<file path="config.mk">
export PLATFORM = sky130hd
export DESIGN_NAME = xbus_ctrl
export DESIGN_NICKNAME = d
export VERILOG_FILES = /design/src/rtl/xbus_pkg.sv /design/src/rtl/xbus_cfg.sv /design/src/rtl/xbus_sector.sv /design/src/rtl/xbus_seq.sv /design/src/rtl/xbus_ctrl.sv
export SDC_FILE = /design/constraint.sdc
export NUM_CORES = 1
export LEC_CHECK = 0
export BUFFER_PORTS_ARGS = -buffer_cell sky130_fd_sc_hd__buf_2
export CORE_UTILIZATION = 50
export CTS_BUF_LIST = sky130_fd_sc_hd__clkbuf_16
export CTS_CLUSTER_DIAMETER = 200
export DETAILED_ROUTE_END_ITERATION = 12
export GPL_ROUTABILITY_DRIVEN = 1
export PLACE_DENSITY = 0.86
export SYNTH_ARGS = -nofsm -noshare
export SYNTH_HDL_FRONTEND = slang
export SYNTH_SLANG_ARGS = --single-unit
</file>
<file path="constraint.sdc">
create_clock -name clk -period 2 [get_ports clk]
set_input_delay 0.1 -clock clk [delete_from_list [all_inputs] [get_ports clk]]
set_output_delay 0.1 -clock clk [all_outputs]
set_load 0.01 [all_outputs]
</file>
<file path="src/rtl/xbus_pkg.sv">
// Shared types for the multiplexed external bus controller.
// Assumes an 8-bit data path and a 3-bit sector-limit field.
package xbus_pkg;

    localparam int LIMIT_W = 3;
    localparam int CODE_W  = 2;

    typedef enum logic [2:0] {
        PH_IDLE,
        PH_ADDR,
        PH_SETUP,
        PH_STROBE,
        PH_RECOVER,
        PH_GAP
    } phase_e;

    typedef struct packed {
        logic               en;
        logic [LIMIT_W-1:0] limit;
        logic [CODE_W-1:0]  code_up;
        logic [CODE_W-1:0]  code_lo;
        logic               legacy;
        logic               legacy_wait;
    } xcfg_t;

    // Number of extra strobe cycles for a wait code.
    function automatic logic [1:0] strobe_waits(input logic [CODE_W-1:0] code);
        case (code)
            2'b00:   return 2'd0;
            2'b01:   return 2'd1;
            default: return 2'd2;
        endcase
    endfunction

endpackage

</file>
<file path="src/rtl/xbus_cfg.sv">
// Configuration registers of the bus controller.
// Register 0: enable, sector limit, upper and lower wait codes.
// Register 1: legacy wait mode and legacy wait bit; other bits read zero.
// Assumes writes are single-cycle pulses on cfg_we.
module xbus_cfg
    import xbus_pkg::*;
#(
    parameter int REG_W = 8
) (
    input  logic             clk,
    input  logic             rst_n,
    input  logic             cfg_we,
    input  logic             cfg_sel,
    input  logic [REG_W-1:0] cfg_wdata,
    output logic [REG_W-1:0] cfg_rdata,
    output xcfg_t            cfg_q
);

    localparam int LIM_LSB = 2 * CODE_W;

    // Register update on write strobe.
    always_ff @(posedge clk) begin
        if (!rst_n) begin
            cfg_q <= '0;
        end else if (cfg_we) begin
            if (!cfg_sel) begin
                cfg_q.en      <= cfg_wdata[REG_W-1];
                cfg_q.limit   <= cfg_wdata[LIM_LSB +: LIMIT_W];
                cfg_q.code_up <= cfg_wdata[CODE_W +: CODE_W];
                cfg_q.code_lo <= cfg_wdata[0 +: CODE_W];
            end else begin
                cfg_q.legacy      <= cfg_wdata[0];
                cfg_q.legacy_wait <= cfg_wdata[1];
            end
        end
    end

    // Read-back multiplexer, reserved bits forced to zero.
    always_comb begin
        cfg_rdata = '0;
        if (!cfg_sel) begin
            cfg_rdata[REG_W-1]               = cfg_q.en;
            cfg_rdata[LIM_LSB +: LIMIT_W]    = cfg_q.limit;
            cfg_rdata[CODE_W +: CODE_W]      = cfg_q.code_up;
            cfg_rdata[0 +: CODE_W]           = cfg_q.code_lo;
        end else begin
            cfg_rdata[0] = cfg_q.legacy;
            cfg_rdata[1] = cfg_q.legacy_wait;
        end
    end

endmodule

</file>
<file path="src/rtl/xbus_sector.sv">
// Wait-profile selector: picks the wait code from the addressed sector
// (or the legacy bit) and turns it into a strobe-wait count and a gap flag.
// Purely combinational; assumes the address is an offset in external space.
module xbus_sector
    import xbus_pkg::*;
#(
    parameter int ADDR_W = 16
) (
    input  xcfg_t             cfg_q,
    input  logic [ADDR_W-1:0] addr,
    output logic [1:0]        waits,
    output logic              gap
);

    localparam int TOP_LSB = ADDR_W - LIMIT_W;

    logic [LIMIT_W-1:0] addr_top;
    logic               upper;
    logic [CODE_W-1:0]  code;

    // Sector decision and code selection.
    always_comb begin
        addr_top = addr[TOP_LSB +: LIMIT_W];
        upper    = (cfg_q.limit == '0) || (addr_top >= cfg_q.limit);
        if (cfg_q.legacy)
            code = {1'b0, cfg_q.legacy_wait};
        else if (upper)
            code = cfg_q.code_up;
        else
            code = cfg_q.code_lo;
        waits = strobe_waits(code);
        gap   = (code == 2'b11);
    end

endmodule

</file>
<file path="src/rtl/xbus_seq.sv">
// Bus sequencer: runs ADDR, SETUP, STROBE (1+waits), RECOVER and an
// optional GAP period per access, drives the multiplexed bus and samples
// read data on the edge that ends the last strobe period.
// Assumes waits/gap are valid in the cycle the request is accepted.
module xbus_seq
    import xbus_pkg::*;
#(
    parameter int ADDR_W = 16,
    parameter int DATA_W = 8
) (
    input  logic                     clk,
    input  logic                     rst_n,
    input  logic                     en,
    input  logic                     req,
    input  logic                     we,
    input  logic [ADDR_W-1:0]        addr,
    input  logic [DATA_W-1:0]        wdata,
    input  logic                     next_ram,
    input  logic [1:0]               waits,
    input  logic                     gap,
    input  logic [DATA_W-1:0]        ad_in,
    output logic [DATA_W-1:0]        rdata,
    output logic                     busy,
    output logic                     done,
    output logic [DATA_W-1:0]        ad_out,
    output logic                     ad_oe,
    output logic [ADDR_W-DATA_W-1:0] a_hi,
    output logic                     a_hi_oe,
    output logic                     ale,
    output logic                     wr_n,
    output logic                     rd_n,
    output logic                     ctl_oe
);

    localparam int HI_W = ADDR_W - DATA_W;

    phase_e            ph;
    logic [1:0]        cnt;
    logic              we_q;
    logic              nr_q;
    logic              gap_q;
    logic [1:0]        waits_q;
    logic [ADDR_W-1:0] addr_q;
    logic [DATA_W-1:0] wd_q;
    logic              accept;
    logic              last;
    logic              strobe;

    assign accept = (ph == PH_IDLE) && req && en;
    assign last   = (ph == PH_GAP) || (ph == PH_RECOVER && !gap_q);
    assign strobe = (ph == PH_STROBE);

    // Phase register and wait counter.
    always_ff @(posedge clk) begin
        if (!rst_n) begin
            ph  <= PH_IDLE;
            cnt <= '0;
        end else begin
            case (ph)
                PH_IDLE:    if (accept) ph <= PH_ADDR;
                PH_ADDR:    ph <= PH_SETUP;
                PH_SETUP: begin
                    ph  <= PH_STROBE;
                    cnt <= waits_q;
                end
                PH_STROBE: begin
                    if (cnt == '0) ph <= PH_RECOVER;
                    else           cnt <= cnt - 2'd1;
                end
                PH_RECOVER: ph <= gap_q ? PH_GAP : PH_IDLE;
                default:    ph <= PH_IDLE;
            endcase
        end
    end

    // Capture of the request and its wait profile at acceptance.
    always_ff @(posedge clk) begin
        if (!rst_n) begin
            we_q    <= 1'b0;
            nr_q    <= 1'b0;
            gap_q   <= 1'b0;
            waits_q <= '0;
            addr_q  <= '0;
            wd_q    <= '0;
        end else if (accept) begin
            we_q    <= we;
            nr_q    <= next_ram;
            gap_q   <= gap;
            waits_q <= waits;
            addr_q  <= addr;
            wd_q    <= wdata;
        end
    end

    // Read capture on the edge closing the last strobe period.
    always_ff @(posedge clk) begin
        if (!rst_n)
            rdata <= '0;
        else if (strobe && cnt == '0 && !we_q)
            rdata <= ad_in;
    end

    // Bus pin values and enables.
    always_comb begin
        busy    = (ph != PH_IDLE);
        done    = last;
        ad_out  = (ph == PH_ADDR) ? addr_q[DATA_W-1:0] : wd_q;
        ad_oe   = en && ((ph == PH_ADDR) ||
                         (we_q && (ph == PH_SETUP || strobe)));
        a_hi    = addr_q[DATA_W +: HI_W];
        a_hi_oe = en;
        ale     = (ph == PH_ADDR) || (last && nr_q);
        wr_n    = !(strobe && we_q);
        rd_n    = !(strobe && !we_q);
        ctl_oe  = en;
    end

endmodule

</file>
<file path="src/rtl/xbus_ctrl.sv">
// Multiplexed external SRAM bus controller, top level.
// Joins the configuration registers, the sector wait selector and the
// bus sequencer. Assumes the CPU offers requests only when it wants an
// external access and holds request fields stable in the request cycle.
module xbus_ctrl
    import xbus_pkg::*;
#(
    parameter int ADDR_W = 16,
    parameter int DATA_W = 8
) (
    input  logic                     clk,
    input  logic                     rst_n,
    input  logic                     cfg_we,
    input  logic                     cfg_sel,
    input  logic [DATA_W-1:0]        cfg_wdata,
    output logic [DATA_W-1:0]        cfg_rdata,
    input  logic                     req,
    input  logic                     we,
    input  logic [ADDR_W-1:0]        addr,
    input  logic [DATA_W-1:0]        wdata,
    input  logic                     next_ram,
    output logic [DATA_W-1:0]        rdata,
    output logic                     busy,
    output logic                     done,
    output logic [DATA_W-1:0]        ad_out,
    output logic                     ad_oe,
    input  logic [DATA_W-1:0]        ad_in,
    output logic [ADDR_W-DATA_W-1:0] a_hi,
    output logic                     a_hi_oe,
    output logic                     ale,
    output logic                     wr_n,
    output logic                     rd_n,
    output logic                     ctl_oe
);

    xcfg_t      cfg_q;
    logic [1:0] waits;
    logic       gap;

    xbus_cfg #(.REG_W(DATA_W)) u_cfg (
        .clk       (clk),
        .rst_n     (rst_n),
        .cfg_we    (cfg_we),
        .cfg_sel   (cfg_sel),
        .cfg_wdata (cfg_wdata),
        .cfg_rdata (cfg_rdata),
        .cfg_q     (cfg_q)
    );

    xbus_sector #(.ADDR_W(ADDR_W)) u_sector (
        .cfg_q (cfg_q),
        .addr  (addr),
        .waits (waits),
        .gap   (gap)
    );

    xbus_seq #(.ADDR_W(ADDR_W), .DATA_W(DATA_W)) u_seq (
        .clk      (clk),
        .rst_n    (rst_n),
        .en       (cfg_q.en),
        .req      (req),
        .we       (we),
        .addr     (addr),
        .wdata    (wdata),
        .next_ram (next_ram),
        .waits    (waits),
        .gap      (gap),
        .ad_in    (ad_in),
        .rdata    (rdata),
        .busy     (busy),
        .done     (done),
        .ad_out   (ad_out),
        .ad_oe    (ad_oe),
        .a_hi     (a_hi),
        .a_hi_oe  (a_hi_oe),
        .ale      (ale),
        .wr_n     (wr_n),
        .rd_n     (rd_n),
        .ctl_oe   (ctl_oe)
    );

endmodule

</file>
After elaboration in Yosys (flattened, before gate mapping)

Index checks and enable logic that the tools add are counted.

Register bits after elaboration: 52
Output and inout bits: 40
Logic and storage cells: 69

Add/sub/neg operators: 1
Magnitude comparators: 1
Equal/unequal tests: 10
Mux-type cells: 12
Bitwise operators: 1
Reduce and logical (&&, ||, !) cells: 29

Operator list:

| operator                                                               | number |
|---|---|
| 3-bit case mux with 5 select lines                                     | 1 |
| 1-bit logical AND                                                      | 10 |
| 3-bit two-way mux                                                      | 3 |
| 2-bit two-way mux                                                      | 4 |
| 8-bit two-way mux                                                      | 1 |
| 2-bit case mux with 2 select lines                                     | 2 |
| 2-bit AND reduction                                                    | 4 |
| 3-bit by 2-bit equality test with 1-bit output (second input constant) | 2 |
| 3-bit equality test (second input constant)                            | 2 |
| 3-bit zero test                                                        | 2 |
| 6-bit two-way mux                                                      | 1 |
| 1-bit logical OR                                                       | 5 |
| 1-bit zero test                                                        | 4 |
| 2-bit zero test                                                        | 2 |
| 2-bit != test (second input constant)                                  | 2 |
| 3-bit by 1-bit equality test with 1-bit output (second input constant) | 1 |
| 3-bit greater-or-equal comparator                                      | 1 |
| 3-bit nonzero test                                                     | 1 |
| 2-bit by 1-bit equality test with 1-bit output (second input constant) | 1 |
| 2-bit equality test (second input constant)                            | 1 |
| 2-bit by 1-bit != test with 1-bit output (second input constant)       | 1 |
| 2-bit nonzero test                                                     | 1 |
| 2-bit by 1-bit subtractor with 2-bit output (second input constant)    | 1 |
| 1-bit NOT                                                              | 1 |

Longest topological paths before layout

Gate-level depths: netlist of the first run.

Word-level depth: 6
Mapped depth: 7
Mapped depth without buffers: 6

Cells and area by module

Synthesis of the first run repeated with hierarchy kept, for this count alone.

Cell total of the unflattened synthesis: 301
Area, all modules: 2,565.0 um^2

By module, submodules not included:

| module      | instances | cells an instance | area an instance (um^2) |
|---|---|---|---|
| xbus_seq    | 1         | 228               | 1,901.8 |
| xbus_cfg    | 1         | 52                | 498.0 |
| xbus_sector | 1         | 21                | 165.2 |

Least setup slack after synthesis of the first run

OpenSTA, ideal clock, no wires.

Path type: register -> register
Start: reg, netlist name u_cfg.cfg_q[6]
End: reg u_seq.waits_q[0]
Library setup time: 116 ps
Arrival: 1,656 ps
Data required time: 1,884 ps
Path slack: 228 ps
Cell stages (with the launch flop): 6
Period minus slack after synthesis: 1,772 ps
Cell sequence: dfxtp_1 ha_1 or3b_4 a2111o_1 o21a_1 a41o_1

Cells in the longest elaborated chain, start to end: 6
Elaborated cells on any way between the ends: 8
Those cells by class: order compare (1); eq/ne (1); mux (3); reduce/logical (3)

Ends and longest elaborated chain:

| element                                                                           | RTL line          | text |
|---|---|---|
| 3-bit greater-or-equal comparator or 3-bit zero test (tied branches)              | xbus_sector.sv:24 | `upper = (cfg_q.limit == '0) \|\| (addr_top >= cfg_q.limit);` |
| 1-bit logical OR (*)                                                              | xbus_sector.sv:24 |  |
| 2-bit two-way mux (*)                                                             | xbus_sector.sv:27 | `else if (upper)` |
| 2-bit two-way mux (*)                                                             | xbus_sector.sv:25 | `if (cfg_q.legacy)` |
| 2-bit by 1-bit equality test with 1-bit output or 2-bit zero test (tied branches) | xbus_pkg.sv:28    | `case (code)` |
| 2-bit case mux with 2 select lines (*)                                            | xbus_pkg.sv:28    |  |
| end signal, assigned                                                              | xbus_seq.sv:89    | `waits_q <= waits;` |
| end, declared                                                                     | xbus_seq.sv:42    | `logic [1:0] waits_q;` |

Every way passes the cells marked *; elsewhere a longest branch is shown, timed or not.
A chain may end at the register's enable or synchronous reset.

Final worst setup path of the first run

Start: reg, netlist name u_cfg.cfg_q[6]
End: reg u_seq.waits_q[0]

Cells in the longest elaborated chain, start to end: 6
Elaborated cells on any way between the ends: 8
Those cells by class: order compare (1); eq/ne (1); mux (3); reduce/logical (3)

Ends and longest elaborated chain:

| element                                                                           | RTL line |
|---|---|
| 3-bit greater-or-equal comparator or 3-bit zero test (tied branches)              | xbus_sector.sv:24 |
| 1-bit logical OR (*)                                                              | xbus_sector.sv:24 |
| 2-bit two-way mux (*)                                                             | xbus_sector.sv:27 |
| 2-bit two-way mux (*)                                                             | xbus_sector.sv:25 |
| 2-bit by 1-bit equality test with 1-bit output or 2-bit zero test (tied branches) | xbus_pkg.sv:28 |
| 2-bit case mux with 2 select lines (*)                                            | xbus_pkg.sv:28 |

Marked as above.

==> impl_metrics.prom, run 1 <==
# TYPE chip_impl_metric gauge
chip_impl_info{name="crit_path_end_kind",value="flop"} 1
chip_impl_metric{name="post_cts_buffers",unit=""} 0
chip_impl_metric{name="netlist_area",unit="mm²"} 0.002480
chip_impl_info{name="netlist_top_cells_area",value="sky130_fd_sc_hd__dfxtp_1, sky130_fd_sc_hd__a21boi_0, sky130_fd_sc_hd__nand2_1"} 1
chip_impl_metric{name="final_critical_path_time_including_i_o_delays_and_setup",unit="ns"} 1.837
chip_impl_info{name="regToRegStartpoint",value="u_cfg.cfg_q[6]$_SDFFE_PN0P_"} 1
chip_impl_metric{name="gpl.final_weighted_congestion",unit=""} 0.8435
chip_impl_metric{name="first_pass_grt_wire_length",unit="µm"} 8645
chip_impl_metric{name="placeable_area",unit="mm²"} 0.004755
chip_impl_info{name="synth_most_common_cell",value="sky130_fd_sc_hd__nand2_1"} 1
chip_impl_metric{name="pin_count_of_the_biggest_net_entering_global_routing",unit=""} 30
chip_impl_metric{name="period_share",unit=""} 0.9185
chip_impl_metric{name="synth_edf_count",unit=""} 0
chip_impl_metric{name="post-synth-top-area-fraction",unit=""} 0.4198
chip_impl_info{name="critical_path.startpoint",value="u_cfg.cfg_q[6]$_SDFFE_PN0P_"} 1
chip_impl_metric{name="maximum_root_to_sink_buffer_count",unit=""} 2
chip_impl_metric{name="drt_pre_antenna_iters",unit=""} 4
chip_impl_metric{name="power.leakage",unit="nW"} 1.403
chip_impl_metric{name="worst_path_largest_cell_delay",unit="ns"} 0.40
chip_impl_metric{name="worstPathRequired",unit="ns"} 2.18
chip_impl_metric{name="setup_total_negative_slack",unit="ns"} 0
chip_impl_info{name="grt_setup_unrepaired",value="false"} 1
chip_impl_info{name="cpMaxStageDelayCell",value="sky130_fd_sc_hd__or3b_4"} 1
chip_impl_metric{name="initial_core_util",unit=""} 0.5216
chip_impl_metric{name="finalCoreUtilization",unit=""} 0.6497
chip_impl_info{name="cts_root_buf",value="sky130_fd_sc_hd__clkbuf_16"} 1
chip_impl_metric{name="dieArea",unit="mm²"} 0.005245
chip_impl_metric{name="netSwitchingPower",unit="W"} 0.0005642
chip_impl_metric{name="avgViaCountPerCell",unit=""} 4.950
chip_impl_metric{name="synth_async_sr_flop_share",unit=""} 0
chip_impl_metric{name="avgRoutedWirePerCell",unit="µm"} 12.19
chip_impl_info{name="outcome",value="complete, no violations"} 1
chip_impl_metric{name="timing.fmax",unit="MHz"} 544.3
chip_impl_metric{name="synth_area_per_cell",unit="µm²"} 8.794
chip_impl_metric{name="die-width",unit="µm"} 72.43
chip_impl_metric{name="synth_sequential_area_ratio",unit=""} 0.4198
chip_impl_info{name="critical_path.reg2reg.endpoint",value="u_seq.waits_q[0]$_SDFFE_PN0P_"} 1
chip_impl_metric{name="synth_cell_type_count",unit=""} 36
chip_impl_metric{name="detailroute.via_count",unit=""} 2094
chip_impl_metric{name="dp_hpwl",unit="µm"} 3738
chip_impl_info{name="synth_top_cell_by_area",value="sky130_fd_sc_hd__dfxtp_1"} 1
chip_impl_metric{name="syn-num-nets",unit=""} 333
chip_impl_metric{name="fp-row-count",unit=""} 25
chip_impl_metric{name="synthCells",unit=""} 282
chip_impl_metric{name="maxCapViolations",unit=""} 0
chip_impl_metric{name="chipHeight",unit="µm"} 72.43
chip_impl_metric{name="final_setup_fails",unit=""} 0
chip_impl_info{name="cts_tree",value="built"} 1
chip_impl_metric{name="worst_ep_arrival_time",unit="ns"} 2.02
chip_impl_metric{name="seq_power_share",unit=""} 0.444
chip_impl_metric{name="floorplan.io_pins",unit=""} 87
chip_impl_metric{name="finClkSkew",unit="ns"} 0.003658
chip_impl_metric{name="antenna_left",unit=""} 0
chip_impl_metric{name="first_iter_violations",unit=""} 64
chip_impl_metric{name="placed_cells_incl_taps",unit=""} 416
chip_impl_metric{name="place_worst_setup_slack",unit="ns"} 0.1678
chip_impl_metric{name="fin_ws",unit="ns"} 0.1629
chip_impl_metric{name="cts.repair.resized",unit=""} 0
chip_impl_metric{name="clock_slew_at_reported_path_ffs",unit="ns"} 0.06
chip_impl_info{name="ordered_list_of_cells_on_the_worst_path",value="ha_1 -> or3b_4 -> a2111o_1 -> o21a_1 -> a41o_1"} 1
chip_impl_metric{name="htree_levels",unit=""} 2
chip_impl_metric{name="detail_route.wirelength",unit="µm"} 5155
chip_impl_metric{name="power_switching_share",unit=""} 0.2252
chip_impl_metric{name="final_cells",unit=""} 423
chip_impl_metric{name="areaGrowthSynthToFinish",unit="%"} 24.57
chip_impl_metric{name="reg2reg_slack",unit="ns"} 0.16
chip_impl_metric{name="power_frac_comb",unit=""} 0.129
chip_impl_metric{name="place.port_buffers",unit=""} 86
chip_impl_metric{name="power.internal",unit="W"} 0.001941
chip_impl_metric{name="numCtsBuffers",unit=""} 5
chip_impl_metric{name="power_per_cell_area",unit="mW/mm²"} 811.0
chip_impl_metric{name="yosys_warnings",unit=""} 0
chip_impl_metric{name="worst_reg2reg_path_length_in_cells",unit=""} 5
chip_impl_metric{name="design.final.nets",unit=""} 407
chip_impl_metric{name="first_global_vias",unit=""} 1982
chip_impl_metric{name="layout-drive-gt1-share",unit=""} 0.3258
chip_impl_info{name="cp-start-kind",value="flop"} 1
chip_impl_metric{name="slew_hr",unit=""} 0.7382
chip_impl_metric{name="clock_insertion_delay_worst_skew",unit="ns"} 0.29
chip_impl_metric{name="grtUsageTotal",unit=""} 0.2110
chip_impl_metric{name="drc_errors",unit=""} 0
chip_impl_info{name="timing.critical_path.to",value="u_seq.waits_q[0]$_SDFFE_PN0P_"} 1
chip_impl_info{name="synth.cells.most_frequent",value="sky130_fd_sc_hd__nand2_1, sky130_fd_sc_hd__dfxtp_1, sky130_fd_sc_hd__a21boi_0"} 1
chip_impl_metric{name="report.final.hold_viol_count",unit=""} 0
chip_impl_metric{name="grt-ovfl-total",unit=""} 0
chip_impl_metric{name="synth_seq_cells",unit=""} 52
chip_impl_metric{name="ir_worst_vdd",unit="µV"} 644.6
chip_impl_metric{name="max_slew.worst_pin.slew",unit="ns"} 0.3927
chip_impl_info{name="synth_ff_type",value="sky130_fd_sc_hd__dfxtp_1"} 1
chip_impl_info{name="setup.worst_path.class",value="reg -> reg"} 1
chip_impl_metric{name="clkSinkCount",unit=""} 52
chip_impl_metric{name="diodes",unit=""} 0
chip_impl_metric{name="antenna_found_initial",unit=""} 0
chip_impl_metric{name="timing.critical_path.fanout_max",unit=""} 4
chip_impl_metric{name="report.power.total",unit="W"} 0.002505
chip_impl_metric{name="postCtsHoldBufs",unit=""} 0
chip_impl_info{name="timing.hold.worst.class",value="in -> reg"} 1
chip_impl_metric{name="clk_pwr_share",unit=""} 0.427
chip_impl_metric{name="final_max_slew_viol_count",unit=""} 0
flip-flops by register name, indices dropped and copies added, names as in the netlist, 2 cells and up:
signal / count
u_cfg.cfg_q: 10
u_seq.addr_q: 16
u_seq.cnt: 2
u_seq.ph: 3
u_seq.rdata: 8
u_seq.waits_q: 2
u_seq.wd_q: 8
cell usage in the layout (no fill, tap or decap), types with 2 or more instances in the layout:
| cell type | count |
|---|---|
| sky130_fd_sc_hd__nor2b_1 | 28 |
| sky130_fd_sc_hd__and3_1 | 2 |
| sky130_fd_sc_hd__a21boi_0 | 31 |
| sky130_fd_sc_hd__o21a_1 | 2 |
| sky130_fd_sc_hd__buf_4 | 8 |
| sky130_fd_sc_hd__buf_2 | 86 |
| sky130_fd_sc_hd__clkbuf_16 | 5 |
| sky130_fd_sc_hd__or2_2 | 2 |
| sky130_fd_sc_hd__o21ai_0 | 4 |
| sky130_fd_sc_hd__nand3_1 | 7 |
| sky130_fd_sc_hd__nand2_1 | 61 |
| sky130_fd_sc_hd__nand4b_1 | 2 |
| sky130_fd_sc_hd__bufinv_16 | 2 |
| sky130_fd_sc_hd__ha_1 | 4 |
| sky130_fd_sc_hd__a21oi_1 | 5 |
| sky130_fd_sc_hd__mux2_2 | 10 |
| sky130_fd_sc_hd__inv_1 | 6 |
| sky130_fd_sc_hd__nor2_1 | 6 |
| sky130_fd_sc_hd__mux2i_1 | 16 |
| sky130_fd_sc_hd__dfxtp_1 | 52 |
power groups by stage:
stage	Combinational [W]	Clock [W]	Sequential [W]
final	0.000324	0.00107	0.00111
after global routing	0.000361	0.00112	0.00112
after CTS	0.000326	0.00109	0.00111
after detailed placement	0.000325	0	0.00113
after global placement	0.000320	0	0.00113
after floorplan	0.000235	0	0.00111
critical path: cells and delay by family (launching register included):
kind / cells / cell delay [ns]
AO/OA/AOI/OAI: 3 / 0.73
flip-flops: 1 / 0.36
AND/OR/NAND/NOR: 1 / 0.40
adder cells (fa/ha/maj): 1 / 0.24
worst min path at each step:
| stage | depth (start not counted) | startpoint | to |
|---|---|---|---|
| 2_1_floorplan | 2 | addr[0] | u_seq.addr_q[0]$_SDFFE_PN0P_ |
| 3_3_place_gp | 3 | addr[8] | u_seq.addr_q[8]$_SDFFE_PN0P_ |
| 3_5_place_dp | 3 | addr[6] | u_seq.addr_q[6]$_SDFFE_PN0P_ |
| 4_1_cts | 3 | addr[6] | u_seq.addr_q[6]$_SDFFE_PN0P_ |
| 5_1_grt | 3 | wdata[2] | u_seq.wd_q[2]$_SDFFE_PN0P_ |
| 6_report | 3 | addr[9] | u_seq.addr_q[9]$_SDFFE_PN0P_ |
cell families (layout without fill, tap and decap cells):
kind of cell / Yosys count / count (layout) / share of synthesized area
AOI/OAI and AO/OA: 49 / 49 / 0.1443
adders and majority gates: 4 / 4 / 0.02018
buffers and inverters: 33 / 107 / 0.06962
and+or+nand+nor: 118 / 118 / 0.2361
muxes: 26 / 26 / 0.1100
DFF: 52 / 52 / 0.4198
layer usage:
layer,track usage,part of all wire,vias up
met5,0,0,-
met4,0.08279,0.016,0
met3,0.04444,0.039,6
met2,0.3624,0.49,50
met1,0.2576,0.45,962
li1,-,-,1076
stage by stage:
stage	area (µm²)	hold slack (ns)
floorplan	2480	0.2449
global placement	2904	0.3510
detailed placement	2904	0.3590
CTS	3089	0.04922
global route	3089	0.06420
finish	3089	0.05589
cell type report:
class / instances / area [µm²]
flip-flops and latches: 52 / 1041
well taps: 67 / 83.83
inverters: 6 / 22.52
clock inverters: 2 / 60.06
clock buffers: 5 / 125.1
multi-input cells: 197 / 1266
fillers: 421 / 1665
repair buffers: 94 / 490.5
Power figures use the tool's default switching activity.
==> run 2, diff against run 1 <==
--- a/config.mk
+++ b/config.mk
@@ -13,3 +13,3 @@
 export GPL_ROUTABILITY_DRIVEN = 1
-export PLACE_DENSITY = 0.86
+export PLACE_DENSITY = 0.8
 export SYNTH_ARGS = -nofsm -noshare
==> constraint.sdc (replaced) <==
create_clock -name clk -period 2 [get_ports clk]
set_input_delay 0.5 -clock clk [delete_from_list [all_inputs] [get_ports clk]]
set_output_delay 0.5 -clock clk [all_outputs]
set_load 0.01 [all_outputs]
==> run 2 against run 1 <==
- non-clock buffer count rose by 3
- combinational power rose by 11%
- clock skew barely moved
- core utilization fell by 0.26 points
- critical path depth fell by 1
- sequential power barely moved
- highest routed layer unchanged
- critical endpoint is now ad_out[1]
- cell count rose by 0.95%
- cell area fell by 0.40%
- total power fell by 9.0%
- global-route usage fell by 1.9 points
==> impl_metrics.prom, run 2 (same netlist as run 1, synthesis figures left out) <==
# TYPE chip_impl_metric gauge
chip_impl_metric{name="detail_route.wirelength",unit="µm"} 4908
chip_impl_metric{name="final_critical_path_time_including_i_o_delays_and_setup",unit="ns"} 1.960
chip_impl_info{name="grt_setup_unrepaired",value="true"} 1
chip_impl_metric{name="chipHeight",unit="µm"} 72.43
chip_impl_metric{name="avgRoutedWirePerCell",unit="µm"} 11.49
chip_impl_metric{name="fp-row-count",unit=""} 25
chip_impl_metric{name="place_worst_setup_slack",unit="ns"} -0.1639
chip_impl_metric{name="clkSinkCount",unit=""} 52
chip_impl_metric{name="antenna_left",unit=""} 0
chip_impl_metric{name="slew_hr",unit=""} 0.7957
chip_impl_metric{name="worst_path_largest_cell_delay",unit="ns"} 0.34
chip_impl_metric{name="worstPathRequired",unit="ns"} 1.50
chip_impl_metric{name="cp.buffers_inverters",unit=""} 2
chip_impl_metric{name="initial_core_util",unit=""} 0.5216
chip_impl_metric{name="largest_register_ffs",unit=""} 16
chip_impl_metric{name="power.leakage",unit="nW"} 1.401
chip_impl_metric{name="post_cts_buffers",unit=""} 0
chip_impl_metric{name="floorplan.io_pins",unit=""} 87
chip_impl_info{name="timing.hold.worst.class",value="in -> reg"} 1
chip_impl_metric{name="detailed_place.area",unit="mm²"} 0.002927
chip_impl_metric{name="design.final.nets",unit=""} 410
chip_impl_info{name="cp-start-kind",value="flop"} 1
chip_impl_metric{name="numCtsBuffers",unit=""} 5
chip_impl_metric{name="clock_insertion_delay_worst_skew",unit="ns"} 0.29
chip_impl_info{name="ordered_list_of_cells_on_the_worst_path",value="nor3b_2 -> buf_6 -> mux2_2 -> buf_2"} 1
chip_impl_metric{name="die-width",unit="µm"} 72.43
chip_impl_metric{name="fin_ws",unit="ns"} 0.04010
chip_impl_metric{name="dieArea",unit="mm²"} 0.005245
chip_impl_info{name="largest_register",value="u_seq.addr_q"} 1
chip_impl_metric{name="detailroute.via_count",unit=""} 2074
chip_impl_metric{name="postCtsHoldBufs",unit=""} 0
chip_impl_metric{name="timing.critical_path.fanout_max",unit=""} 9
chip_impl_metric{name="place.port_buffers",unit=""} 86
chip_impl_metric{name="layout-drive-gt1-share",unit=""} 0.3333
chip_impl_metric{name="cts.repair.resized",unit=""} 0
chip_impl_metric{name="drc_errors",unit=""} 0
chip_impl_info{name="crit_path_end_kind",value="output pin"} 1
chip_impl_metric{name="fin_hold_ws",unit="ns"} 0.4516
chip_impl_metric{name="finClkSkew",unit="ns"} 0.003960
chip_impl_metric{name="final_max_slew_viol_count",unit=""} 0
chip_impl_metric{name="first_pass_grt_wire_length",unit="µm"} 7859
chip_impl_metric{name="grtUsageTotal",unit=""} 0.1921
chip_impl_metric{name="final_setup_fails",unit=""} 0
chip_impl_metric{name="period_share",unit=""} 0.9800
chip_impl_info{name="setup.worst_path.class",value="reg -> out"} 1
chip_impl_metric{name="ir_worst_vdd",unit="µV"} 434.8
chip_impl_metric{name="antenna_found_initial",unit=""} 0
chip_impl_metric{name="areaGrowthSynthToFinish",unit="%"} 24.07
chip_impl_metric{name="pin_count_of_the_biggest_net_entering_global_routing",unit=""} 31
chip_impl_metric{name="power_per_cell_area",unit="mW/mm²"} 740.8
chip_impl_metric{name="report.final.hold_viol_count",unit=""} 0
chip_impl_metric{name="worst_ep_arrival_time",unit="ns"} 1.46
chip_impl_metric{name="finalCoreUtilization",unit=""} 0.6471
chip_impl_info{name="reg.largest.list",value="u_seq.addr_q (16), u_cfg.cfg_q (10)"} 1
chip_impl_metric{name="placeable_area",unit="mm²"} 0.004755
chip_impl_metric{name="max_slew.worst_pin.slew",unit="ns"} 0.3057
chip_impl_info{name="outcome",value="complete, no violations"} 1
chip_impl_metric{name="timing.fmax",unit="MHz"} 510.2
chip_impl_info{name="layout.cells.most_common",value="sky130_fd_sc_hd__buf_2"} 1
chip_impl_metric{name="drt_pre_antenna_iters",unit=""} 4
chip_impl_metric{name="maximum_root_to_sink_buffer_count",unit=""} 2
chip_impl_metric{name="clock_slew_at_reported_path_ffs",unit="ns"} 0.07
chip_impl_metric{name="gpl.final_weighted_congestion",unit=""} 0.8209
chip_impl_metric{name="grt-ovfl-total",unit=""} 0
chip_impl_metric{name="first_iter_violations",unit=""} 57
chip_impl_info{name="delay_heaviest_family_cp",value="multiplexers"} 1
chip_impl_metric{name="first_global_vias",unit=""} 1784
chip_impl_metric{name="avgViaCountPerCell",unit=""} 4.857
chip_impl_metric{name="dp_hpwl",unit="µm"} 3558
chip_impl_metric{name="maxCapViolations",unit=""} 0
chip_impl_metric{name="stdcell_area",unit="mm²"} 0.003077
chip_impl_metric{name="diodes",unit=""} 0
chip_impl_info{name="cts_root_buf",value="sky130_fd_sc_hd__clkbuf_16"} 1
chip_impl_metric{name="htree_levels",unit=""} 2
chip_impl_info{name="cts_tree",value="built"} 1
chip_impl_info{name="leading_cell_types_in_the_layout_fill_and_taps_excluded",value="sky130_fd_sc_hd__buf_2, sky130_fd_sc_hd__nand2_1, sky130_fd_sc_hd__dfxtp_1"} 1
chip_impl_info{name="cpMaxStageDelayCell",value="sky130_fd_sc_hd__mux2_2"} 1
[run 2: layer usage]
| metal | share of wire | up-vias | track usage |
|---|---|---|---|
| met2 | 0.48 | 56 | 0.3427 |
| met3 | 0.050 | 6 | 0.04167 |
| met4 | 0.015 | 0 | 0.07190 |
| met1 | 0.46 | 924 | 0.2246 |
| li1 | - | 1088 | - |
| met5 | 0 | - | 0 |
[run 2: worst reg2reg max path, delay by kind of cell, from the launching register on]
family	cells	cell delay, ns
compound gates	2	0.48
simple gates	1	0.40
fa+ha+maj	1	0.25
mux	1	0.30
flops	1	0.38
[run 2: worst paths after layout]
path / cells past startpoint / slack [ns] / from / endpoint
worst max-delay path: 4 / 0.04 / u_seq.ph[2]$_SDFFE_PN0P_ / ad_out[1]
worst min-delay path: 3 / 0.45 / addr[9] / u_seq.addr_q[9]$_SDFFE_PN0P_
worst max register to register: 5 / 0.13 / u_cfg.cfg_q[6]$_SDFFE_PN0P_ / u_seq.waits_q[0]$_SDFFE_PN0P_
worst min register to register: 2 / 0.46 / u_seq.addr_q[10]$_SDFFE_PN0P_ / u_seq.addr_q[10]$_SDFFE_PN0P_
[run 2: cell type report]
type | instances | area [µm²]
Clock inverter | 3 | 20.02
Timing Repair Buffer | 97 | 516.7
Inverter | 6 | 22.52
Tap cell | 67 | 83.83
Fill cell | 434 | 1678
Sequential cell | 52 | 1042
Multi-Input combinational cell | 197 | 1266
Clock buffer | 5 | 125.1
[run 2: metrics by stage]
stage	TNS [ns]	std cells	total power, W
global placement	-0.3260	419	0.001466
detailed placement	-0.4806	419	0.001472
floorplan	0	282	0.001346
global route	-0.03144	427	0.002382
finish	0	427	0.002279
CTS	0	427	0.002309
[run 2: power by group]
group / switching (W) / total (W) / internal, W
Clock: 0.000365 / 0.000826 / 0.000461
Sequential: 0.0000212 / 0.00109 / 0.00107
Combinational: 0.000186 / 0.000360 / 0.000175
Total: 0.000572 / 0.00228 / 0.00171
